File: config.mk
export PLATFORM = sky130hd
export DESIGN_NAME = pdm_power_ctrl
export DESIGN_NICKNAME = d
export VERILOG_FILES = /design/src/rtl/pdm_pwr_pkg.sv /design/src/rtl/pclk_presence.sv /design/src/rtl/wake_timer.sv /design/src/rtl/pwr_fsm.sv /design/src/rtl/pdm_power_ctrl.sv
export SDC_FILE = /design/constraint.sdc
export NUM_CORES = 1
export LEC_CHECK = 0
export ABC_AREA = 1
export BUFFER_PORTS_ARGS = -buffer_cell sky130_fd_sc_hd__buf_4
export CAP_MARGIN = 30
export CORE_MARGIN = 2
export CORE_UTILIZATION = 45
export CTS_BUF_LIST = sky130_fd_sc_hd__clkbuf_8
export DETAILED_ROUTE_END_ITERATION = 8
export PLACE_DENSITY = 0.73
export SYNTH_ARGS = -nofsm -noshare
export SYNTH_HDL_FRONTEND = slang
export SYNTH_SLANG_ARGS = --single-unit
File: constraint.sdc
create_clock -name ref_clk -period 2.6 [get_ports ref_clk]
set_input_delay 0.26 -clock ref_clk [delete_from_list [all_inputs] [get_ports ref_clk]]
set_output_delay 0.26 -clock ref_clk [all_outputs]
set_load 0.05 [all_outputs]
File: src/rtl/pdm_pwr_pkg.sv
package pdm_pwr_pkg;

  typedef enum logic [1:0] {
    PS_ACTIVE  = 2'd0,
    PS_STANDBY = 2'd1,
    PS_OFF     = 2'd2,
    PS_WAKING  = 2'd3
  } pwr_state_e;

  // Transition rule: clock loss dominates, then the stop flag, then data.
  function automatic pwr_state_e pwr_next(input pwr_state_e cur,
                                          input logic alive,
                                          input logic stop,
                                          input logic live,
                                          input logic expire);
    pwr_state_e nxt;
    nxt = cur;
    unique case (cur)
      PS_ACTIVE: begin
        if (!alive)     nxt = PS_OFF;
        else if (stop)  nxt = PS_STANDBY;
      end
      PS_STANDBY: begin
        if (!alive)              nxt = PS_OFF;
        else if (live && !stop)  nxt = PS_WAKING;
      end
      PS_OFF: begin
        if (alive && live && !stop) nxt = PS_WAKING;
      end
      PS_WAKING: begin
        if (!alive)       nxt = PS_OFF;
        else if (expire)  nxt = stop ? PS_STANDBY : PS_ACTIVE;
      end
      default: nxt = PS_OFF;
    endcase
    return nxt;
  endfunction

  // Silence counter saturates at the limit; presence means below it.
  function automatic logic below_limit(input logic [31:0] cnt,
                                       input logic [31:0] lim);
    return cnt < lim;
  endfunction

endpackage

File: src/rtl/pclk_presence.sv
module pclk_presence #(
  parameter int LOSS_CYCLES = 8
) (
  input  logic ref_clk,
  input  logic rst_n,
  input  logic tgl_in,
  output logic edge_o,
  output logic alive_o
);
  import pdm_pwr_pkg::*;

  localparam int CW = $clog2(LOSS_CYCLES + 1);
  localparam logic [CW-1:0] LIM = CW'(LOSS_CYCLES);

  logic [2:0]    sync_q;
  logic [CW-1:0] quiet_q;

  always_ff @(posedge ref_clk or negedge rst_n) begin
    if (!rst_n) sync_q <= '0;
    else        sync_q <= {sync_q[1:0], tgl_in};
  end

  assign edge_o = sync_q[2] ^ sync_q[1];

  always_ff @(posedge ref_clk or negedge rst_n) begin
    if (!rst_n)            quiet_q <= LIM;
    else if (edge_o)       quiet_q <= '0;
    else if (quiet_q != LIM) quiet_q <= quiet_q + 1'b1;
  end

  assign alive_o = below_limit(32'(quiet_q), 32'(LOSS_CYCLES));

endmodule

File: src/rtl/wake_timer.sv
module wake_timer #(
  parameter int WAKE_CYCLES = 16
) (
  input  logic ref_clk,
  input  logic rst_n,
  input  logic run,
  output logic expire_o
);
  localparam int WW = $clog2(WAKE_CYCLES + 1);
  localparam logic [WW-1:0] LAST = WW'(WAKE_CYCLES - 1);

  logic [WW-1:0] cnt_q;

  always_ff @(posedge ref_clk or negedge rst_n) begin
    if (!rst_n)    cnt_q <= '0;
    else if (!run) cnt_q <= '0;
    else if (cnt_q != LAST) cnt_q <= cnt_q + 1'b1;
  end

  assign expire_o = run && (cnt_q == LAST);

endmodule

File: src/rtl/pwr_fsm.sv
module pwr_fsm (
  input  logic                    ref_clk,
  input  logic                    rst_n,
  input  logic                    alive,
  input  logic                    stop,
  input  logic                    live,
  input  logic                    expire,
  output pdm_pwr_pkg::pwr_state_e state_o,
  output logic                    cfg_clear_o,
  output logic                    wake_done_o,
  output logic                    enter_off_o
);
  import pdm_pwr_pkg::*;

  pwr_state_e state_q, state_d;
  logic       boot_q;

  assign state_d     = pwr_next(state_q, alive, stop, live, expire);
  assign enter_off_o = (state_d == PS_OFF) && (state_q != PS_OFF);

  always_ff @(posedge ref_clk or negedge rst_n) begin
    if (!rst_n) begin
      state_q     <= PS_OFF;
      boot_q      <= 1'b1;
      cfg_clear_o <= 1'b0;
      wake_done_o <= 1'b0;
    end else begin
      state_q     <= state_d;
      boot_q      <= 1'b0;
      cfg_clear_o <= boot_q | enter_off_o;
      wake_done_o <= (state_q == PS_WAKING) && (state_d == PS_ACTIVE);
    end
  end

  assign state_o = state_q;

endmodule

File: src/rtl/pdm_power_ctrl.sv
module pdm_power_ctrl #(
  parameter int LOSS_CYCLES = 8,
  parameter int WAKE_CYCLES = 16
) (
  input  logic       ref_clk,
  input  logic       rst_n,
  input  logic       pclk_tgl,
  input  logic       stop_seen,
  input  logic       data_live,
  output logic [1:0] pwr_state,
  output logic       cfg_clear,
  output logic       out_en,
  output logic       wake_done
);
  import pdm_pwr_pkg::*;

  logic       clk_alive;
  logic       pclk_edge;
  logic       wake_expire;
  logic       enter_off;
  pwr_state_e state;

  pclk_presence #(.LOSS_CYCLES(LOSS_CYCLES)) u_presence (
    .ref_clk (ref_clk),
    .rst_n   (rst_n),
    .tgl_in  (pclk_tgl),
    .edge_o  (pclk_edge),
    .alive_o (clk_alive)
  );

  wake_timer #(.WAKE_CYCLES(WAKE_CYCLES)) u_wake (
    .ref_clk  (ref_clk),
    .rst_n    (rst_n),
    .run      (state == PS_WAKING),
    .expire_o (wake_expire)
  );

  pwr_fsm u_fsm (
    .ref_clk     (ref_clk),
    .rst_n       (rst_n),
    .alive       (clk_alive),
    .stop        (stop_seen),
    .live        (data_live),
    .expire      (wake_expire),
    .state_o     (state),
    .cfg_clear_o (cfg_clear),
    .wake_done_o (wake_done),
    .enter_off_o (enter_off)
  );

  assign pwr_state = state;
  assign out_en    = (state == PS_ACTIVE);

endmodule

After elaboration in Yosys (flattened, before gate mapping)
Cells that the tools add are included.
- $add $sub $neg: 2
- $mul: 0
- div/mod/pow operators: 0
- order comparisons: 1
- equal/unequal tests: 9
- shift operators: 0
- multiplexer cells: 13
- bitwise gates (word level): 2
- reductions and logical operators: 10
- operator list (operator ; number):
    two-way mux 2 bit ; 7
    two-way mux 5 bit ; 2
    two-way mux 4 bit ; 2
    case mux 2 bit (4 select lines) ; 1
    equality test 2 bit, second input constant ; 3
    logical AND 1 bit ; 6
    adder 5 x 1 -> 5 bit, second input constant ; 1
    equality test 5 x 4 -> 1 bit, second input constant ; 1
    inequality test 5 x 4 -> 1 bit, second input constant ; 1
    adder 4 x 1 -> 4 bit, second input constant ; 1
    zero test 2 bit ; 2
    < comparator 4 bit, second input constant ; 1
    inequality test 2 bit, second input constant ; 2
    inequality test 4 bit, second input constant ; 1
    equality test 2 x 1 -> 1 bit, second input constant ; 1
    nonzero test 2 bit ; 1
    zero test 1 bit ; 1
    two-way mux 1 bit ; 1
    OR 1 bit ; 1
    bitwise XOR 1 bit ; 1
- bits in registers: 17
- bits in latches: 0
- RAM bits: 0
- ROM bits: 0
- logic and storage cells: 44
- memories kept: 0

Depth between registers and ports, before layout
Gate-level depths: netlist (run 1).
- depth after elaboration: 8
- mapped depth: 10
- gate-level depth less buffers: 10

By module
A second synthesis (run 1) with hierarchy kept.
- cells, all modules: 100
- area, all modules: 864.6 um^2
- modules (own cells, without submodules) (module ; instances ; cells each ; area an instance (um^2)):
    pclk_presence ; 1 ; 35 ; 331.6
    wake_timer ; 1 ; 33 ; 267.8
    pwr_fsm ; 1 ; 29 ; 254.0
    pdm_power_ctrl ; 1 ; 3 ; 11.3

Least setup slack after synthesis (run 1)
OpenSTA, ideal clock, no wires.
- path type: reg-to-reg
- from: register u_fsm.state_q[0] (netlist: u_fsm.state_o[0])
- to: register u_fsm.wake_done_o
- data arrival time: 1688 ps
- required time: 2530 ps
- setup slack: 842 ps
- cell stages (with the launch flop): 6
- cell sequence: dfrtp_1 -> nor2_1 -> nand2_1 -> nand2_1 -> nor2_2 -> nor2_2
- RTL lines (item ; line ; source):
    from (decl) ; pwr_fsm.sv:15 ; pwr_state_e state_q, state_d;
    from (signal assigned) ; pwr_fsm.sv:28 ; state_q <= state_d;
    zero test 2 bit ; n/a ;
    named net out_en ; pdm_power_ctrl.sv:12 ; output logic out_en,
    case mux 2 bit (4 select lines) ; pdm_pwr_pkg.sv:18 ; unique case (cur)
    named net u_fsm.state_d[0] ; pwr_fsm.sv:15 ;
    zero test 2 bit ; pwr_fsm.sv:31 ; wake_done_o <= (state_q == PS_WAKING) && (state_d == PS_ACTIVE);
    logical AND 1 bit ; pwr_fsm.sv:31 ;
    to (signal assigned) ; pwr_fsm.sv:31 ;
    to (decl) ; pwr_fsm.sv:10 ; output logic wake_done_o,
The timed path passes the listed nets, and every way through them passes these cells.
A chain may end at the register's enable or synchronous reset.

Worst setup path after layout (run 1)
- from: register u_wake.cnt_q[0]
- to: register u_fsm.wake_done_o
- longest elaborated chain between the ends: 7
- RTL lines (item ; line ; source):
    from (decl) ; wake_timer.sv:12 ; logic [WW-1:0] cnt_q;
    from (signal assigned) ; wake_timer.sv:17 ; else if (cnt_q != LAST) cnt_q <= cnt_q + 1'b1;
    equality test 5 x 4 -> 1 bit ; wake_timer.sv:20 ; assign expire_o = run && (cnt_q == LAST);
    logical AND 1 bit ; wake_timer.sv:20 ;
    two-way mux 2 bit ; pdm_pwr_pkg.sv:32 ; else if (expire) nxt = stop ? PS_STANDBY : PS_ACTIVE;
    two-way mux 2 bit ; pdm_pwr_pkg.sv:31 ; if (!alive) nxt = PS_OFF;
    case mux 2 bit (4 select lines) ; pdm_pwr_pkg.sv:18 ;
    named net u_fsm.state_d[0] ; pwr_fsm.sv:15 ;
    zero test 2 bit ; pwr_fsm.sv:31 ;
    logical AND 1 bit ; pwr_fsm.sv:31 ;
The timed path passes the listed nets, and every way through them passes these cells.

==> metrics.txt, run 1 <==
# TYPE chip_impl_metric gauge
chip_impl_info{name="cts_tree",value="yes"} 1
chip_impl_metric{name="worst-r2r-setup-slack",unit="ns"} 1.04
chip_impl_metric{name="die_area",unit="µm²"} 2110
chip_impl_metric{name="grt_overflow_total",unit=""} 0
chip_impl_metric{name="antenna_violations_before_repair",unit=""} 0
chip_impl_metric{name="grt_max_degree",unit=""} 18
chip_impl_metric{name="sw_frac_of_total",unit=""} 0.380
chip_impl_metric{name="synthesis.yosys.warnings",unit=""} 0
chip_impl_metric{name="num-fill-cells",unit=""} 167
chip_impl_metric{name="detailedRoute.firstIterationViolations",unit=""} 4
chip_impl_metric{name="synth.yosys.seq_area_share",unit=""} 0.542
chip_impl_metric{name="power_report.internal_total",unit="µW"} 545
chip_impl_info{name="unrepaired_setup_endpoints_after_global_routing",value="no"} 1
chip_impl_metric{name="max-cap-violations",unit=""} 0
chip_impl_metric{name="vdd.ir_drop.worst",unit="mV"} 0.481
chip_impl_info{name="layout.cells.most_common_list",value="nand2_1, nor2_1, dfrtp_1"} 1
chip_impl_metric{name="place.gp.congestion",unit=""} 0.774
chip_impl_metric{name="die_w",unit="µm"} 46.0
chip_impl_metric{name="fmaxAchievable",unit="MHz"} 640
chip_impl_metric{name="wire_per_inst",unit="µm"} 10.8
chip_impl_info{name="status",value="finished clean"} 1
chip_impl_info{name="worst_path_class_setup",value="reg -> reg"} 1
chip_impl_metric{name="syn-cell-area",unit="µm²"} 792
chip_impl_metric{name="finalSetupViolCount",unit=""} 0
chip_impl_metric{name="ys_seq_elements",unit=""} 17
chip_impl_metric{name="fp.dieH",unit="µm"} 46.0
chip_impl_metric{name="vias",unit=""} 602
chip_impl_metric{name="initial_utilization",unit=""} 0.469
chip_impl_metric{name="final_period_minus_worst_setup_slack",unit="ns"} 1.56
chip_impl_metric{name="post_route_cells_drive_above_1_share",unit=""} 0.231
chip_impl_metric{name="fin_skew",unit="ns"} 0.00104
chip_impl_metric{name="clock_path_buffers",unit=""} 2
chip_impl_info{name="min-delay-path-class",value="in -> reg"} 1
chip_impl_metric{name="seq_power_share",unit=""} 0.448
chip_impl_metric{name="fp.coreArea",unit="µm²"} 1690
chip_impl_metric{name="area.growth.synth_to_final",unit="%"} 18.3
chip_impl_metric{name="port_buffers",unit=""} 9
chip_impl_metric{name="diodes",unit=""} 0
chip_impl_metric{name="cts.htree.levels",unit=""} 1
chip_impl_metric{name="largest_fanout_on_the_critical_path",unit=""} 7
chip_impl_metric{name="routed_wl",unit="µm"} 1310
chip_impl_metric{name="post-route-period-util",unit=""} 0.601
chip_impl_metric{name="fin_tns_setup",unit="ns"} 0
chip_impl_metric{name="power_switching",unit="µW"} 334
chip_impl_metric{name="multi_input_area",unit="µm²"} 307
chip_impl_metric{name="cts.sinks",unit=""} 17
chip_impl_info{name="clock-root-buffer",value="clkbuf_8"} 1
chip_impl_metric{name="floorplan.io_pins",unit=""} 10
chip_impl_metric{name="grt_pass1_wl",unit="µm"} 2110
chip_impl_metric{name="pd_cells",unit="nW/µm²"} 938
chip_impl_metric{name="syn_avg_cell_area",unit="µm²"} 8.80
chip_impl_metric{name="cts_inserted_buffers",unit=""} 3
chip_impl_metric{name="synthDistinctLibCells",unit=""} 20
chip_impl_info{name="end_kind",value="flip-flop"} 1
chip_impl_metric{name="via_per_inst",unit=""} 4.98
chip_impl_metric{name="finalHoldViolCount",unit=""} 0
chip_impl_metric{name="first_global_vias",unit=""} 541
chip_impl_metric{name="worst_setup_hold_path_clk_slew",unit="ns"} 0.06
chip_impl_metric{name="rows",unit=""} 15
chip_impl_metric{name="layout.area.seq",unit="µm²"} 429
chip_impl_metric{name="cts_repair_resize_count",unit=""} 0
chip_impl_metric{name="timing_max_transition_violations_final",unit=""} 0
chip_impl_metric{name="clk-insertion-delay-late",unit="ns"} 0.25
chip_impl_info{name="setup.worst_path.start_class",value="flip-flop"} 1
chip_impl_metric{name="grtUsageTotal",unit=""} 0.145
chip_impl_metric{name="nets_finish",unit=""} 114
chip_impl_metric{name="route.antenna.remaining_nets",unit=""} 0
chip_impl_metric{name="power",unit="µW"} 879
chip_impl_metric{name="crit_arrival",unit="ns"} 1.71
chip_impl_metric{name="synthesis.instances",unit=""} 90
chip_impl_metric{name="drt-pass1-iter-count",unit=""} 4
chip_impl_metric{name="dp_hpwl",unit="µm"} 981
chip_impl_metric{name="critical_path_required",unit="ns"} 2.74
chip_impl_info{name="final_common_cell",value="nand2_1"} 1
chip_impl_metric{name="drc",unit=""} 0
chip_impl_metric{name="p_leak",unit="nW"} 0.503
chip_impl_metric{name="timing.hold.ws",unit="ns"} 0.116
chip_impl_metric{name="share_comb_of_total_power",unit=""} 0.335
chip_impl_metric{name="synthesis.nets",unit=""} 99
chip_impl_metric{name="clk_pwr_share",unit=""} 0.218
[cell type report]
class,instances,share of cell area
multi-input combinational,58,0.327
inverter,15,0.0601
sequential,17,0.458
timing repair buffer,10,0.0828
tap,17,0.0227
clock inverter,1,0.00534
clock buffer,3,0.0441
[final timing paths]
check,startpoint,endpoint,cells past startpoint
min reg2reg,u_presence.sync_q[0],u_presence.sync_q[1],0
max in group asynchronous,rst_n,u_fsm.state_o[1],2
min,pclk_tgl,u_presence.sync_q[0],1
min in group asynchronous,rst_n,u_presence.quiet_q[2],2
max,u_wake.cnt_q[0],u_fsm.wake_done_o,10
max reg2reg,u_wake.cnt_q[0],u_fsm.wake_done_o,10
[metrics by stage]
stage	util	cells	setup slack, ns	cell area, µm²
2_1_floorplan	-	90	0.842	792
3_3_place_gp	0.521	116	1.13	881
3_5_place_dp	0.521	116	1.05	881
4_1_cts	0.555	121	1.04	937
5_1_grt	0.555	121	0.942	937
6_report	0.555	121	1.04	937
[sequential cells by signal, indices dropped and copies added (netlist names)]
name	cells
u_presence.quiet_q	4
u_fsm.wake_done_o	1
u_wake.cnt_q	5
u_fsm.boot_q	1
u_fsm.cfg_clear_o	1
u_fsm.state_o	2
u_presence.sync_q	3
[power groups by stage]
stage / Sequential [mW] / Clock [mW] / Combinational (mW)
finish: 0.394 / 0.191 / 0.294
global route: 0.398 / 0.214 / 0.334
CTS: 0.392 / 0.199 / 0.298
detailed placement: 0.395 / 0 / 0.296
global placement: 0.390 / 0 / 0.281
floorplan: 0.423 / 0 / 0.182
[kinds of logic after synthesis]
kind of cell,Yosys count,share of synthesized area
buffers and inverters,15,0.0711
XOR/XNOR,3,0.0332
adder cells (fa/ha/maj),4,0.0632
other,1,0.00473
AND/OR/NAND/NOR,41,0.226
flip-flops,17,0.542
AO/OA/AOI/OAI,9,0.0600
[Yosys cell counts, drive strengths merged]
cell type | n | area [µm²]
ha | 4 | 50.1
nand3 | 3 | 15.0
xor2 | 2 | 17.5
xnor2 | 1 | 8.76
conb | 1 | 3.75
nand2 | 19 | 76.3
o21ai | 4 | 20.0
dfrtp | 14 | 350
o21bai | 1 | 7.51
nor2 | 17 | 76.3
inv | 15 | 56.3
a21oi | 4 | 20.0
nor3 | 1 | 5.00
dfstp | 3 | 78.8
nand4 | 1 | 6.26
[timing repair]
action / CTS / global route
hold endpoints to repair: 14 / 0
setup buffers: 0 / 0
hold buffers: 1 / 0
[layer usage]
metal  global-route usage  share of wire  wire [µm]  vias up
li1                     -              -          -      299
met1                0.153           0.46        603      289
met2                0.247           0.50        653       12
met3               0.0476          0.034         45        2
met4               0.0857         0.0076         10        0
met5                    0              0          0        -
[critical path: stages, from the launching register on]
cell,delay [ns]
dfrtp_1,0.40
ha_1,0.23
nand2_1,0.09
nor2_1,0.04
ha_1,0.23
inv_2,0.13
nor2_1,0.05
nand2_1,0.05
nand2_1,0.06
nor2_2,0.14
nor2_2,0.04
(Power assumes the default switching activity.)
==> run 2, diff against run 1 <==
ABC_AREA = 0   (was 1)
PLACE_DENSITY = 0.75   (was 0.73)
clock period = 1.3 ns   (was 2.6 ns; I/O delays follow)
==> run 2 against run 1 <==
Against the previous run: the run now ends with setup timing left; via count fell by 15%; fmax increased by 10%; critical path depth fell by 4; clock skew is 0.00083 ns higher; highest routed layer unchanged; final area rose by 9.9%.
==> metrics.txt, run 2 <==
# TYPE chip_impl_metric gauge
chip_impl_metric{name="syn_avg_cell_area",unit="µm²"} 11.9
chip_impl_metric{name="wire_per_inst",unit="µm"} 13.6
chip_impl_metric{name="pd_cells",unit="nW/µm²"} 2040
chip_impl_metric{name="finalHoldViolCount",unit=""} 0
chip_impl_info{name="yosys-top-cells-area",value="dfrtp_1, dfstp_2, ha_1"} 1
chip_impl_info{name="clock-root-buffer",value="clkbuf_8"} 1
chip_impl_metric{name="seq_power_share",unit=""} 0.383
chip_impl_metric{name="antenna_violations_before_repair",unit=""} 0
chip_impl_metric{name="post_route_cells_drive_above_1_share",unit=""} 0.424
chip_impl_metric{name="layout.area.seq",unit="µm²"} 429
chip_impl_metric{name="vias",unit=""} 510
chip_impl_metric{name="postPlaceCellArea",unit="µm²"} 902
chip_impl_metric{name="grt_pass1_wl",unit="µm"} 2270
chip_impl_metric{name="timing.critical_path.slowest_cell_delay",unit="ns"} 0.39
chip_impl_metric{name="cts_inserted_buffers",unit=""} 3
chip_impl_metric{name="fmaxAchievable",unit="MHz"} 705
chip_impl_metric{name="clock_path_buffers",unit=""} 2
chip_impl_metric{name="initial_utilization",unit=""} 0.494
chip_impl_metric{name="post-route-period-util",unit=""} 1.09
chip_impl_info{name="layout.cells.most_common_list",value="buf_4, dfrtp_1, nor2_1"} 1
chip_impl_info{name="setup.worst_path.start_class",value="flip-flop"} 1
chip_impl_info{name="worst_path_class_setup",value="reg -> reg"} 1
chip_impl_metric{name="area.growth.synth_to_final",unit="%"} 35.4
chip_impl_metric{name="p_leak",unit="nW"} 0.468
chip_impl_metric{name="pre_cts_slack",unit="ns"} -0.116
chip_impl_metric{name="cts.htree.levels",unit=""} 1
chip_impl_info{name="cp_cell_sequence",value="ha_2, and3_4, ha_4, and3_4, o21bai_4, o211a_1"} 1
chip_impl_metric{name="multi_input_area",unit="µm²"} 379
chip_impl_metric{name="path_buf_inv",unit=""} 0
chip_impl_metric{name="number_of_enable_flip_flop_cells_after_synthesis",unit=""} 0
chip_impl_metric{name="cts.sinks",unit=""} 17
chip_impl_metric{name="drt-pass1-iter-count",unit=""} 4
chip_impl_info{name="yosys-top-cells-count",value="dfrtp_1, nor2_1, ha_1, inv_1"} 1
chip_impl_metric{name="sw_frac_of_total",unit=""} 0.368
chip_impl_metric{name="crit_arrival",unit="ns"} 1.60
chip_impl_metric{name="synthesis.instances",unit=""} 64
chip_impl_metric{name="grt_max_degree",unit=""} 18
chip_impl_info{name="violations",value="setup timing"} 1
chip_impl_metric{name="route.antenna.remaining_nets",unit=""} 0
chip_impl_info{name="synth_ff_type",value="dfrtp_1"} 1
chip_impl_metric{name="synth-async-reset-ratio",unit=""} 1.00
chip_impl_metric{name="synthesis.yosys.warnings",unit=""} 0
chip_impl_metric{name="fp.dieH",unit="µm"} 45.1
chip_impl_metric{name="drc",unit=""} 0
chip_impl_metric{name="largest_fanout_on_the_critical_path",unit=""} 5
chip_impl_metric{name="vdd.ir_drop.worst",unit="mV"} 1.28
chip_impl_info{name="cts_tree",value="yes"} 1
chip_impl_metric{name="routed_wl",unit="µm"} 1370
chip_impl_metric{name="synthDistinctLibCells",unit=""} 25
chip_impl_metric{name="critical_path_required",unit="ns"} 1.49
chip_impl_metric{name="grtUsageTotal",unit=""} 0.166
chip_impl_metric{name="setup_ws",unit="ns"} -0.118
chip_impl_info{name="worst_path_dominant_cell_family",value="flip-flops"} 1
chip_impl_metric{name="port_buffers",unit=""} 9
chip_impl_metric{name="synthesis.nets",unit=""} 73
chip_impl_metric{name="power_switching",unit="µW"} 771
chip_impl_metric{name="rows",unit=""} 14
chip_impl_metric{name="ys_seq_elements",unit=""} 17
chip_impl_info{name="min-delay-path-class",value="in -> reg"} 1
chip_impl_metric{name="die_area",unit="µm²"} 2040
chip_impl_metric{name="timing_max_transition_violations_final",unit=""} 0
chip_impl_info{name="final_common_cell",value="buf_4"} 1
chip_impl_metric{name="worst_setup_hold_path_clk_slew",unit="ns"} 0.07
chip_impl_metric{name="finalSetupViolCount",unit=""} 7
chip_impl_metric{name="via_per_inst",unit=""} 5.05
chip_impl_metric{name="syn-cell-area",unit="µm²"} 761
chip_impl_metric{name="largest_register_ffs",unit=""} 5
chip_impl_metric{name="final_area",unit="µm²"} 1030
chip_impl_metric{name="place.gp.congestion",unit=""} 0.800
chip_impl_metric{name="floorplan.io_pins",unit=""} 10
chip_impl_info{name="worst_path_max_delay_cell",value="dfrtp_1"} 1
chip_impl_metric{name="share_comb_of_total_power",unit=""} 0.435
chip_impl_info{name="layout_top_registers",value="u_wake.cnt_q (5), u_presence.quiet_q (4), u_presence.sync_q (3)"} 1
chip_impl_metric{name="clk-insertion-delay-late",unit="ns"} 0.25
chip_impl_info{name="unrepaired_setup_endpoints_after_global_routing",value="yes"} 1
chip_impl_metric{name="grt_overflow_total",unit=""} 0
chip_impl_metric{name="synth.yosys.seq_area_share",unit=""} 0.564
chip_impl_metric{name="nets_finish",unit=""} 95
chip_impl_metric{name="detailedRoute.firstIterationViolations",unit=""} 14
chip_impl_metric{name="clk_pwr_share",unit=""} 0.183
chip_impl_metric{name="num-fill-cells",unit=""} 105
chip_impl_metric{name="diodes",unit=""} 0
chip_impl_metric{name="worst-r2r-setup-slack",unit="ns"} -0.12
chip_impl_info{name="synth.most_common_cell",value="dfrtp_1"} 1
chip_impl_metric{name="final_period_minus_worst_setup_slack",unit="ns"} 1.42
chip_impl_info{name="registers.top_by_ff_count",value="u_wake.cnt_q"} 1
chip_impl_metric{name="first_global_vias",unit=""} 504
chip_impl_info{name="synth_top_area_cell",value="dfrtp_1"} 1
chip_impl_info{name="critPathMostFrequentCell",value="and3_4"} 1
chip_impl_info{name="end_kind",value="flip-flop"} 1
chip_impl_metric{name="die_w",unit="µm"} 45.1
chip_impl_metric{name="fp.coreArea",unit="µm²"} 1540
chip_impl_metric{name="synthDominantCellAreaShare",unit=""} 0.461
chip_impl_metric{name="fin_skew",unit="ns"} 0.00187
chip_impl_metric{name="dp_hpwl",unit="µm"} 1000
chip_impl_info{name="status",value="complete, but fails checks"} 1
chip_impl_metric{name="max-cap-violations",unit=""} 0
chip_impl_metric{name="power_report.internal_total",unit="mW"} 1.33
run 2: cells by family after synthesis:
kind of cell | Yosys count | synth area share
simple gates | 21 | 0.158
flops | 17 | 0.564
compound gates | 7 | 0.0641
xor+xnor | 6 | 0.0691
buf+inv | 5 | 0.0345
fa+ha+maj | 4 | 0.0658
mux | 3 | 0.0395
other cells | 1 | 0.00493
run 2: path summary, 6_finish.rpt:
check                                      from                    to  cells past startpoint
hold reg to reg            u_presence.sync_q[0]  u_presence.sync_q[1]                      0
hold / removal                        stop_seen     u_fsm.wake_done_o                      2
max in group asynchronous                 rst_n      u_fsm.state_o[1]                      2
min in group asynchronous                 rst_n       u_wake.cnt_q[0]                      2
setup reg to reg                u_wake.cnt_q[0]      u_fsm.state_o[0]                      6
setup / recovery                u_wake.cnt_q[0]      u_fsm.state_o[0]                      6
run 2: through the flow:
stage	TNS, ns	total power, mW	hold WS [ns]	std cells	utilization
4_1_cts	-0.494	1.96	0.0547	100	0.640
5_1_grt	-1.01	2.23	0.0662	101	0.668
3_3_place_gp	-0.244	1.47	-0.000496	93	0.585
2_1_floorplan	-0.550	1.25	-0.166	64	-
6_report	-0.579	2.10	0.0743	101	0.668
3_5_place_dp	-0.593	1.52	0.00157	93	0.585
run 2: layout make-up:
type / instances / area share
clock inverter: 1 / 0.00486
inverter: 4 / 0.0146
sequential: 17 / 0.417
clock buffer: 3 / 0.0401
timing repair buffer: 18 / 0.136
multi-input combinational: 42 / 0.368
tap: 16 / 0.0194
run 2: worst register-to-register path, stage by stage (launching register included):
cell,delay (ns)
dfrtp_1,0.39
ha_2,0.19
and3_4,0.18
ha_4,0.17
and3_4,0.19
o21bai_4,0.10
o211a_1,0.15
run 2: metal layers:
layer	vias to the layer above	track usage	part of all wire
met5	-	0	0
met4	0	0.0882	0.010
met3	2	0.0360	0.032
met2	10	0.240	0.48
met1	248	0.234	0.47
li1	250	-	-
run 2: what timing repair did:
item	CTS	global route
pin swaps	3	1
setup buffers	1	1
setup endpoints to repair	8	8
hold buffers	2	0
gates resized for setup	3	6
endpoints found under the hold margin	18	0
run 2: power groups by stage:
stage | Sequential, mW | Clock, mW | Combinational, mW
4_1_cts | 0.803 | 0.399 | 0.763
3_5_place_dp | 0.807 | 0 | 0.713
6_report | 0.803 | 0.383 | 0.912
5_1_grt | 0.819 | 0.420 | 0.994
2_1_floorplan | 0.893 | 0 | 0.356
3_3_place_gp | 0.798 | 0 | 0.674
